## src/rtl/tx3_pkg.sv

```systemverilog
package tx3_pkg;
  // running disparity of one lane; holds at least +/- (payload width)
  typedef logic signed [5:0] disp_t;
  // coding bits appended to a balanced frame: flag, then its complement
  localparam int CODE_W = 2;
  typedef enum logic {MODE_RAW = 1'b0, MODE_BAL = 1'b1} mode_e;
endpackage

```

## src/rtl/tx3_framer.sv

```systemverilog
module tx3_framer
  import tx3_pkg::*;
#(
  parameter int PAY_BITS = 7
) (
  input  logic clk,
  input  logic rst_n,
  input  logic mode_in,
  output logic load,
  output logic cur_bal,
  output logic clk_bit,
  output logic frame_start
);
  localparam int FRAME_W = PAY_BITS + CODE_W;
  localparam int CNT_W   = $clog2(FRAME_W);
  localparam logic [CNT_W-1:0] LEN_RAW = CNT_W'(PAY_BITS);
  localparam logic [CNT_W-1:0] LEN_BAL = CNT_W'(FRAME_W);
  localparam logic [CNT_W-1:0] HI_SHORT = CNT_W'((PAY_BITS + 1) / 2);
  localparam logic [CNT_W-1:0] HI_LONG  = CNT_W'((FRAME_W + 1) / 2);

  logic             started;
  logic             run;
  logic             phase;
  logic [CNT_W-1:0] cnt;
  logic [CNT_W-1:0] flen;
  logic             last;

  always_comb begin
    flen = cur_bal ? LEN_BAL : LEN_RAW;
    last = run && (cnt == flen - 1'b1);
    load = started && (!run || last);
  end

  always_ff @(posedge clk) begin
    if (!rst_n) begin
      started <= 1'b0;
      run     <= 1'b0;
      cnt     <= '0;
      cur_bal <= MODE_BAL;
      phase   <= 1'b0;
    end else begin
      started <= 1'b1;
      if (load) begin
        run     <= 1'b1;
        cnt     <= '0;
        cur_bal <= mode_in;
        if (run && cur_bal) phase <= ~phase;
      end else if (run) begin
        cnt <= cnt + 1'b1;
      end
    end
  end

  always_comb begin
    clk_bit     = run && (cnt < ((cur_bal && phase) ? HI_LONG : HI_SHORT));
    frame_start = run && (cnt == '0);
  end

  // a raw frame never reaches the coding-bit positions
  p_raw_len_r3: assert property (@(posedge clk) disable iff (!rst_n)
    (run && !cur_bal) |-> (cnt < LEN_RAW));

  // every frame start is preceded by a load cycle
  p_start_after_load_r9: assert property (@(posedge clk) disable iff (!rst_n)
    frame_start |-> $past(load));

  // the clock lane is high on the first bit of every frame
  p_clk_high_first_r7: assert property (@(posedge clk) disable iff (!rst_n)
    frame_start |-> clk_bit);
endmodule

```

## src/rtl/tx3_lane.sv

```systemverilog
module tx3_lane
  import tx3_pkg::*;
#(
  parameter int PAY_BITS = 7
) (
  input  logic                clk,
  input  logic                rst_n,
  input  logic                load,
  input  logic                bal_next,
  input  logic [PAY_BITS-1:0] data,
  output logic                ser_bit
);
  localparam int FRAME_W = PAY_BITS + CODE_W;

  logic [FRAME_W-1:0] sh;
  logic [FRAME_W-1:0] frame_next;
  disp_t              rs;
  disp_t              rs_next;
  disp_t              word_disp;
  logic               inv;

  always_comb begin
    word_disp = disp_t'(2 * $countones(data) - PAY_BITS);
    inv = bal_next &&
          (((rs > 0) && (word_disp > 0)) || ((rs < 0) && (word_disp < 0)));
    if (bal_next) begin
      frame_next = {~inv, inv, data ^ {PAY_BITS{inv}}};
      rs_next    = inv ? (rs - word_disp) : (rs + word_disp);
    end else begin
      frame_next = {{CODE_W{1'b0}}, data};
      rs_next    = rs;
    end
  end

  always_ff @(posedge clk) begin
    if (!rst_n) begin
      sh <= '0;
      rs <= '0;
    end else if (load) begin
      sh <= frame_next;
      rs <= rs_next;
    end else begin
      sh <= sh >> 1;
    end
  end

  assign ser_bit = sh[0];

  // the word-boundary disparity of a lane never leaves +/- payload width
  p_disp_bound_r6: assert property (@(posedge clk) disable iff (!rst_n)
    (rs <= disp_t'(PAY_BITS)) && (rs >= -disp_t'(PAY_BITS)));
endmodule

```

## src/rtl/tx3_serializer.sv

```systemverilog
module tx3_serializer
  import tx3_pkg::*;
#(
  parameter int LANES    = 3,
  parameter int PAY_BITS = 7
) (
  input  logic                      clk,
  input  logic                      rst_n,
  input  logic                      bal_mode,
  input  logic                      in_valid,
  output logic                      in_ready,
  input  logic [LANES*PAY_BITS-1:0] in_word,
  output logic [LANES-1:0]          lane_bit,
  output logic                      clk_lane,
  output logic                      frame_start
);
  logic load;
  logic cur_bal;

  tx3_framer #(.PAY_BITS(PAY_BITS)) u_framer (
    .clk        (clk),
    .rst_n      (rst_n),
    .mode_in    (bal_mode),
    .load       (load),
    .cur_bal    (cur_bal),
    .clk_bit    (clk_lane),
    .frame_start(frame_start)
  );

  assign in_ready = load;

  for (genvar k = 0; k < LANES; k++) begin : g_lane
    logic [PAY_BITS-1:0] slice;
    assign slice = in_valid ? in_word[k*PAY_BITS +: PAY_BITS] : '0;
    tx3_lane #(.PAY_BITS(PAY_BITS)) u_lane (
      .clk     (clk),
      .rst_n   (rst_n),
      .load    (load),
      .bal_next(bal_mode),
      .data    (slice),
      .ser_bit (lane_bit[k])
    );
  end

  // a load cycle is always followed by a frame start
  p_ready_then_start_r10: assert property (@(posedge clk) disable iff (!rst_n)
    in_ready |=> frame_start);

  // ready and frame start never coincide except at a one-bit frame (never)
  p_ready_not_first_r10: assert property (@(posedge clk) disable iff (!rst_n)
    frame_start |-> !in_ready);
endmodule

```

## config.mk

```make
export PLATFORM = sky130hd
export DESIGN_NAME = tx3_serializer
export DESIGN_NICKNAME = d
export VERILOG_FILES = /design/src/rtl/tx3_pkg.sv /design/src/rtl/tx3_framer.sv /design/src/rtl/tx3_lane.sv /design/src/rtl/tx3_serializer.sv
export SDC_FILE = /design/constraint.sdc
export NUM_CORES = 1
export LEC_CHECK = 0
export BUFFER_PORTS_ARGS = -buffer_cell sky130_fd_sc_hd__buf_2
export CAP_MARGIN = 20
export CORE_ASPECT_RATIO = 2
export CORE_MARGIN = 2
export CORE_UTILIZATION = 50
export DETAILED_ROUTE_END_ITERATION = 8
export PLACE_DENSITY = 0.69
export SETUP_SLACK_MARGIN = 0.15
export SLEW_MARGIN = 20
export SYNTH_ARGS = -nofsm -noshare
export SYNTH_HDL_FRONTEND = slang
export SYNTH_SLANG_ARGS = --single-unit
```

## constraint.sdc

```tcl
create_clock -name clk -period 7.7 [get_ports clk]
set_input_delay 1.155 -clock clk [delete_from_list [all_inputs] [get_ports clk]]
set_output_delay 1.155 -clock clk [all_outputs]
set_load 0.02 [all_outputs]
```

# --- Yosys cells after proc, flatten, opt, wreduce, memory -nomap -nowiden ---
# Index checks and enable logic that the tools add are counted.
classes:
  n_addsub: 29
  magnitude_cmp: 13
  eq_ne: 1
  mux: 15
  n_bitwise: 8
  reduce_logical: 25
op_table:
  columns: ["op", "n"]
  rows:
  - ["8-bit 2-to-1 mux", 6]
  - ["6-bit by 1-bit > comparator with 1-bit output (second input constant)", 6]
  - ["6-bit by 1-bit less-than comparator with 1-bit output (second input constant)", 6]
  - ["5-bit adder", 6]
  - ["7-bit 2-to-1 mux", 3]
  - ["7-bit XOR", 3]
  - ["1-bit by 1-bit adder with 2-bit output", 9]
  - ["6-bit adder", 3]
  - ["6-bit 2-to-1 mux", 3]
  - ["6-bit by 4-bit subtractor with 6-bit output (second input constant)", 3]
  - ["6-bit subtractor", 3]
  - ["5-bit by 1-bit adder with 5-bit output", 3]
  - ["1-bit logical AND", 15]
  - ["1-bit inverter", 5]
  - ["4-bit by 1-bit adder with 4-bit output (second input constant)", 1]
  - ["4-bit equality test", 1]
  - ["4-bit logical NOT", 1]
  - ["1-bit logical OR", 4]
  - ["4-bit less-than comparator", 1]
  - ["4-bit 2-to-1 mux", 1]
  - ["2-bit AND reduction", 2]
  - ["4-bit by 1-bit subtractor with 4-bit output (second input constant)", 1]
  - ["3-bit AND reduction", 1]
  - ["1-bit 2-to-1 mux", 2]
  - ["other kinds (2)", 2]
word_totals:
  regBits: 53
  input_bits: 25
  output_inout_bits: 6
  wordCells: 105

# --- Depth between registers and ports, before layout ---
logic_depth:
  ltp_word: 12
  mapped_depth: 22

# --- Cells and area by module ---
# Synthesis repeated with hierarchy kept, for this count alone.
hier_totals:
  cells_unflattened: 393
  hier_area_um2: 3443.3
by_module_without_submodules:
  columns: ["module", "instances", "cells_each", "area_per_inst_um2", "seq_area_each_um2"]
  rows:
  - ["tx3_lane (g_lane[0].u_lane ...)", 2, 109, 937.1, 300.3]
  - ["tx3_lane (g_lane[2].u_lane)", 1, 106, 969.7, 300.3]
  - ["tx3_framer", 1, 46, 426.7, 160.2]
  - ["tx3_serializer", 1, 23, 172.7, 0.0]

# --- Worst setup path after synthesis ---
# No wires, ideal clock.
synth_timing:
  kind: "input-to-reg"
  start: "in in_valid"
  end: "reg g_lane[0].u_lane.rs[5]"
  arrival_time_ns: 5.401
  required_time_ns: 7.626
  slack_ns: 2.224
  path_stages: 22
  n_path_buf: 2
  cell_sequence: "clkbuf_1 > and2_1 > ha_1 > inv_1 > fa_1 > inv_1 > ha_1 > inv_1 > fa_1 > xor2_1 > ha_1 > o31ai_2 > o21bai_4 > buf_12 > xor2_2 > inv_1 > ha_1 > a211oi_1 > o21bai_1 > a21o_1 > or3_2 > a31oi_1"
synth_via:
  elab_chain_len: 10
synth_lines:
  columns: ["item", "line", "text"]
  rows:
  - ["start, declared", "tx3_serializer.sv:10", "input logic in_valid,"]
  - ["7-bit 2-to-1 mux (*)", "tx3_serializer.sv:34", "assign slice = in_valid ? in_word[k*PAY_BITS +: PAY_BITS] : '0;"]
  - ["1-bit by 1-bit adder with 2-bit output (implied by the code)", "tx3_lane.sv:23", "word_disp = disp_t'(2 * $countones(data) - PAY_BITS);"]
  - ["5-bit adder (implied by the code) / 5-bit by 1-bit adder with 5-bit output (equally long branches)", "tx3_lane.sv:23", null]
  - ["5-bit adder (implied by the code) (*)", "tx3_lane.sv:23", null]
  - ["6-bit by 4-bit subtractor with 6-bit output (*)", "tx3_lane.sv:23", null]
  - ["6-bit by 1-bit > comparator with 1-bit output / 6-bit by 1-bit less-than comparator with 1-bit output (equally long branches)", "tx3_lane.sv:25", "(((rs > 0) && (word_disp > 0)) || ((rs < 0) && (word_disp < 0)));"]
  - ["1-bit logical AND", "tx3_lane.sv:25", null]
  - ["1-bit logical OR", "tx3_lane.sv:25", null]
  - ["1-bit logical AND", "tx3_lane.sv:24", "inv = bal_next &&"]
  - ["6-bit 2-to-1 mux (*)", "tx3_lane.sv:28", "rs_next = inv ? (rs - word_disp) : (rs + word_disp);"]
  - ["end signal, assigned", "tx3_lane.sv:41", "rs <= rs_next;"]
  - ["end, declared", "tx3_lane.sv:17", "disp_t rs;"]
# Mark *: on every way between the ends. The rest lies on a longest branch, timed or not.
# A chain may end at the register's enable or synchronous reset.

# --- Final worst setup path ---
# Same ends and word-level chain as after synthesis.

==> impl_metrics.csv <==
group,metric,value,unit
status,status,"completed",
floorplanning,die_area,0.00786,mm²
global_route,grt_max_degree,44,
clock_network,cts_hold_buf,0,
critical_path,worst-setup-path-type,"in -> reg",
placement,placed_area,0.00370,mm²
critical_path,arrival,5.77,ns
timing,tightestPinTransition,1.06,ns
route,ant_nets,0,
critical_path,cp.required,7.92,ns
final_layout,final_common_cell,"dfxtp_1",
logic_synthesis,netlist_area,0.00356,mm²
logic_synthesis,postSynthCellCount,391,
timing,finalCritPeriodShare,72.2,%
timing,tns,0,ns
pwr,vdd_drop_max,0.000103,V
route,drt_iter0_drc,134,
timing,period_needed,5.56,ns
final_layout,design_area,0.00386,mm²
timing,finalSetupViolCount,0,
floorplanning,dieHeight,123,µm
pwr,power_density,211,mW/mm²
floorplanning,rows,43,
floorplanning,core-area,0.00694,mm²
logic_synthesis,yosys_warnings,0,
critical_path,cpPeakStageDelay,0.41,ns
logic_synthesis,yosys.cell_types.count,42,
clock_network,cts_buffer_depth,2,
critical_path,crit_slowest_cell,"fa_1",
timing,hold_ws,0.440,ns
clock_network,cts_tree,"built",
route,first_pass_iters,4,
logic_synthesis,syn_avg_cell_area,9.11,µm²
clock_network,htreeDepth,2,
logic_synthesis,ys_ff_latch,53,
timing,fin_skew,0.00470,ns
route,drt_wl_total,6670,µm
placement,port_buffers,30,
floorplanning,io_pins,31,
global_route,grt_first_pass_wirelength,11800,µm
global_route,grt_pass1_vias,2851,
clock_network,cts.clk_slew.worst_paths,0.07,ns
global_route,antenna_found_initial,0,
clock_network,cts_setup_buffers,0,
critical_path,crit_fanout,21,
logic_synthesis,synth.net_count,460,
final_layout,final_nets,478,
clock_network,root_buffer,"clkbuf_16",
flow_run,maxCapViolations,0,
final_layout,nFillCells,631,
logic_synthesis,seq_area_frac_synth,29.8,%
timing,finalMaxSlewViolations,0,
pwr,power.total,0.000813,W
final_layout,drive_gt1_share,13.4,%
timing,fmax,180,MHz
critical_path,end_kind,"register",
clock_network,clock-sinks,53,
critical_path,startpoint_type,"input port",
timing,max-slew-margin-rel,29.2,%
floorplanning,start_util,51.3,%
clock_network,cts-resized-gates,0,
floorplanning,dieWidth,63.7,µm
final_layout,synthToLayoutAreaGrowth,8.25,%
timing,rsz0062_at_grt,"no",
pwr,p_leak,1.69,nW
final_layout,final_cell_mix,"53 x dfxtp_1, 33 x a21oi_1, 32 x ha_1, 31 x o21ai_0, 30 x buf_2",
route,drc,0,
placement,hpwl,5070,µm
final_layout,diodes,0,
global_route,track_usage,19.0,%
critical_path,crit_chain,"buf_2 -> and2_1 -> ha_1 -> inv_1 -> fa_1 -> inv_1 -> ha_1 -> inv_1 -> fa_1 -> xor2_1 -> ha_1 -> o31ai_2 -> o21bai_4 -> xor2_2 -> inv_1 -> ha_1 -> a211oi_1 -> o21bai_1 -> a21o_1 -> or3_2 -> a31oi_1",
clock_network,clk_latency,0.30,ns
timing,hold_viol,0,
route,via_per_inst,5.35,
worst_hold_path,hp-class,"reg -> reg",
route,via_count,2675,
global_route,grt_remaining_overflow,0,
placement,gp_congestion,0.857,
clock_network,cts_made_buffers,5,
route,post_drt_wl_per_cell,13.3,µm
## report_power, final
group,internal [W],switching (W)
Sequential,0.000296,0.0000143
Clock,0.000130,0.000102
Combinational,0.000125,0.000147
## routing by layer
| layer | GRT usage [%] | vias up | part of all wire (%) |
|---|---|---|---|
| li1 | - | 1362 | - |
| met1 | 18.3 | 1268 | 38 |
| met2 | 36.8 | 32 | 57 |
| met3 | 2.18 | 13 | 2.0 |
| met4 | 12.4 | 0 | 2.9 |
| met5 | 0 | - | 0 |
## Yosys cell counts, drive strengths merged
cell type / n / area, µm²
a21boi: 1 / 11.3
a211oi: 9 / 67.6
and4bb: 2 / 25.0
or2: 3 / 18.8
xor2: 30 / 270
o21ai: 33 / 165
mux2i: 8 / 80.1
or4: 3 / 22.5
nand3b: 2 / 15.0
a31oi: 3 / 18.8
clkbuf: 12 / 45.0
o21bai: 6 / 71.3
ha: 32 / 400
nor2: 22 / 82.6
nand2b: 1 / 6.26
xnor2: 19 / 166
or3: 4 / 26.3
buf: 8 / 83.8
nor3: 2 / 10.0
a21oi: 33 / 165
o21a: 3 / 22.5
fa: 12 / 240
dfxtp: 53 / 1060
and2: 22 / 138
a21o: 10 / 76.3
and3: 3 / 20.0
nand2: 15 / 56.3
nor2b: 2 / 12.5
o31ai: 3 / 37.5
nand4: 5 / 31.3
inv: 29 / 109
nor3b: 1 / 7.51
## flip-flops by register name (all words and copies together) (netlist names)
signal	flops
u_framer.cnt	4
g_lane.u_lane.sh	27
u_framer.started	1
u_framer.run	1
u_framer.phase	1
g_lane.u_lane.rs	18
u_framer.cur_bal	1
## worst max-delay path, delay by kind of cell
| family | cells | cell delay [ns] |
|---|---|---|
| AO/OA/AOI/OAI | 6 | 1.37 |
| XOR/XNOR | 2 | 0.42 |
| adder cells (fa/ha/maj) | 6 | 1.71 |
| buffers and inverters | 5 | 0.51 |
| AND/OR/NAND/NOR | 2 | 0.62 |
## path summary, 6_finish.rpt
kind	from	endpoint	slack, ns	cells past startpoint
min	g_lane[2].u_lane.sh[8]$_SDFF_PN0_	g_lane[2].u_lane.sh[7]$_SDFF_PN0_	0.44	2
max reg2reg	g_lane[0].u_lane.rs[0]$_SDFFE_PN0P_	g_lane[0].u_lane.rs[5]$_SDFFE_PN0P_	4.37	11
max	in_valid	g_lane[0].u_lane.rs[5]$_SDFFE_PN0P_	2.14	21
min reg2reg	g_lane[2].u_lane.sh[8]$_SDFF_PN0_	g_lane[2].u_lane.sh[7]$_SDFF_PN0_	0.44	2
## cells by family after synthesis
logic type,Yosys count,synth area share [%]
AO/OA/AOI/OAI,101,17.8
XOR/XNOR,49,12.3
adder cells (fa/ha/maj),44,18.0
buffers and inverters,49,6.67
flip-flops,53,29.8
multiplexers,8,2.25
AND/OR/NAND/NOR,87,13.2
## final cells by class
class | instances | area [µm²] | area share (%)
repair buffers | 31 | 158 | 4.09
inverters | 29 | 109 | 2.82
clock buffers | 6 | 139 | 3.60
multi-input cells | 289 | 2260 | 58.7
well taps | 90 | 113 | 2.92
clock inverters | 2 | 13.8 | 0.357
flip-flops and latches | 53 | 1060 | 27.5
## stage by stage
stage / worst slack (ns) / instances / utilization [%]
2_1_floorplan: 2.22 / 391 / -
3_3_place_gp: 2.00 / 492 / 53.4
3_5_place_dp: 1.83 / 492 / 53.4
4_1_cts: 2.13 / 500 / 55.6
5_1_grt: 1.76 / 500 / 55.6
6_report: 2.14 / 500 / 55.6
No activity file was read; power rests on OpenSTA's default activity.
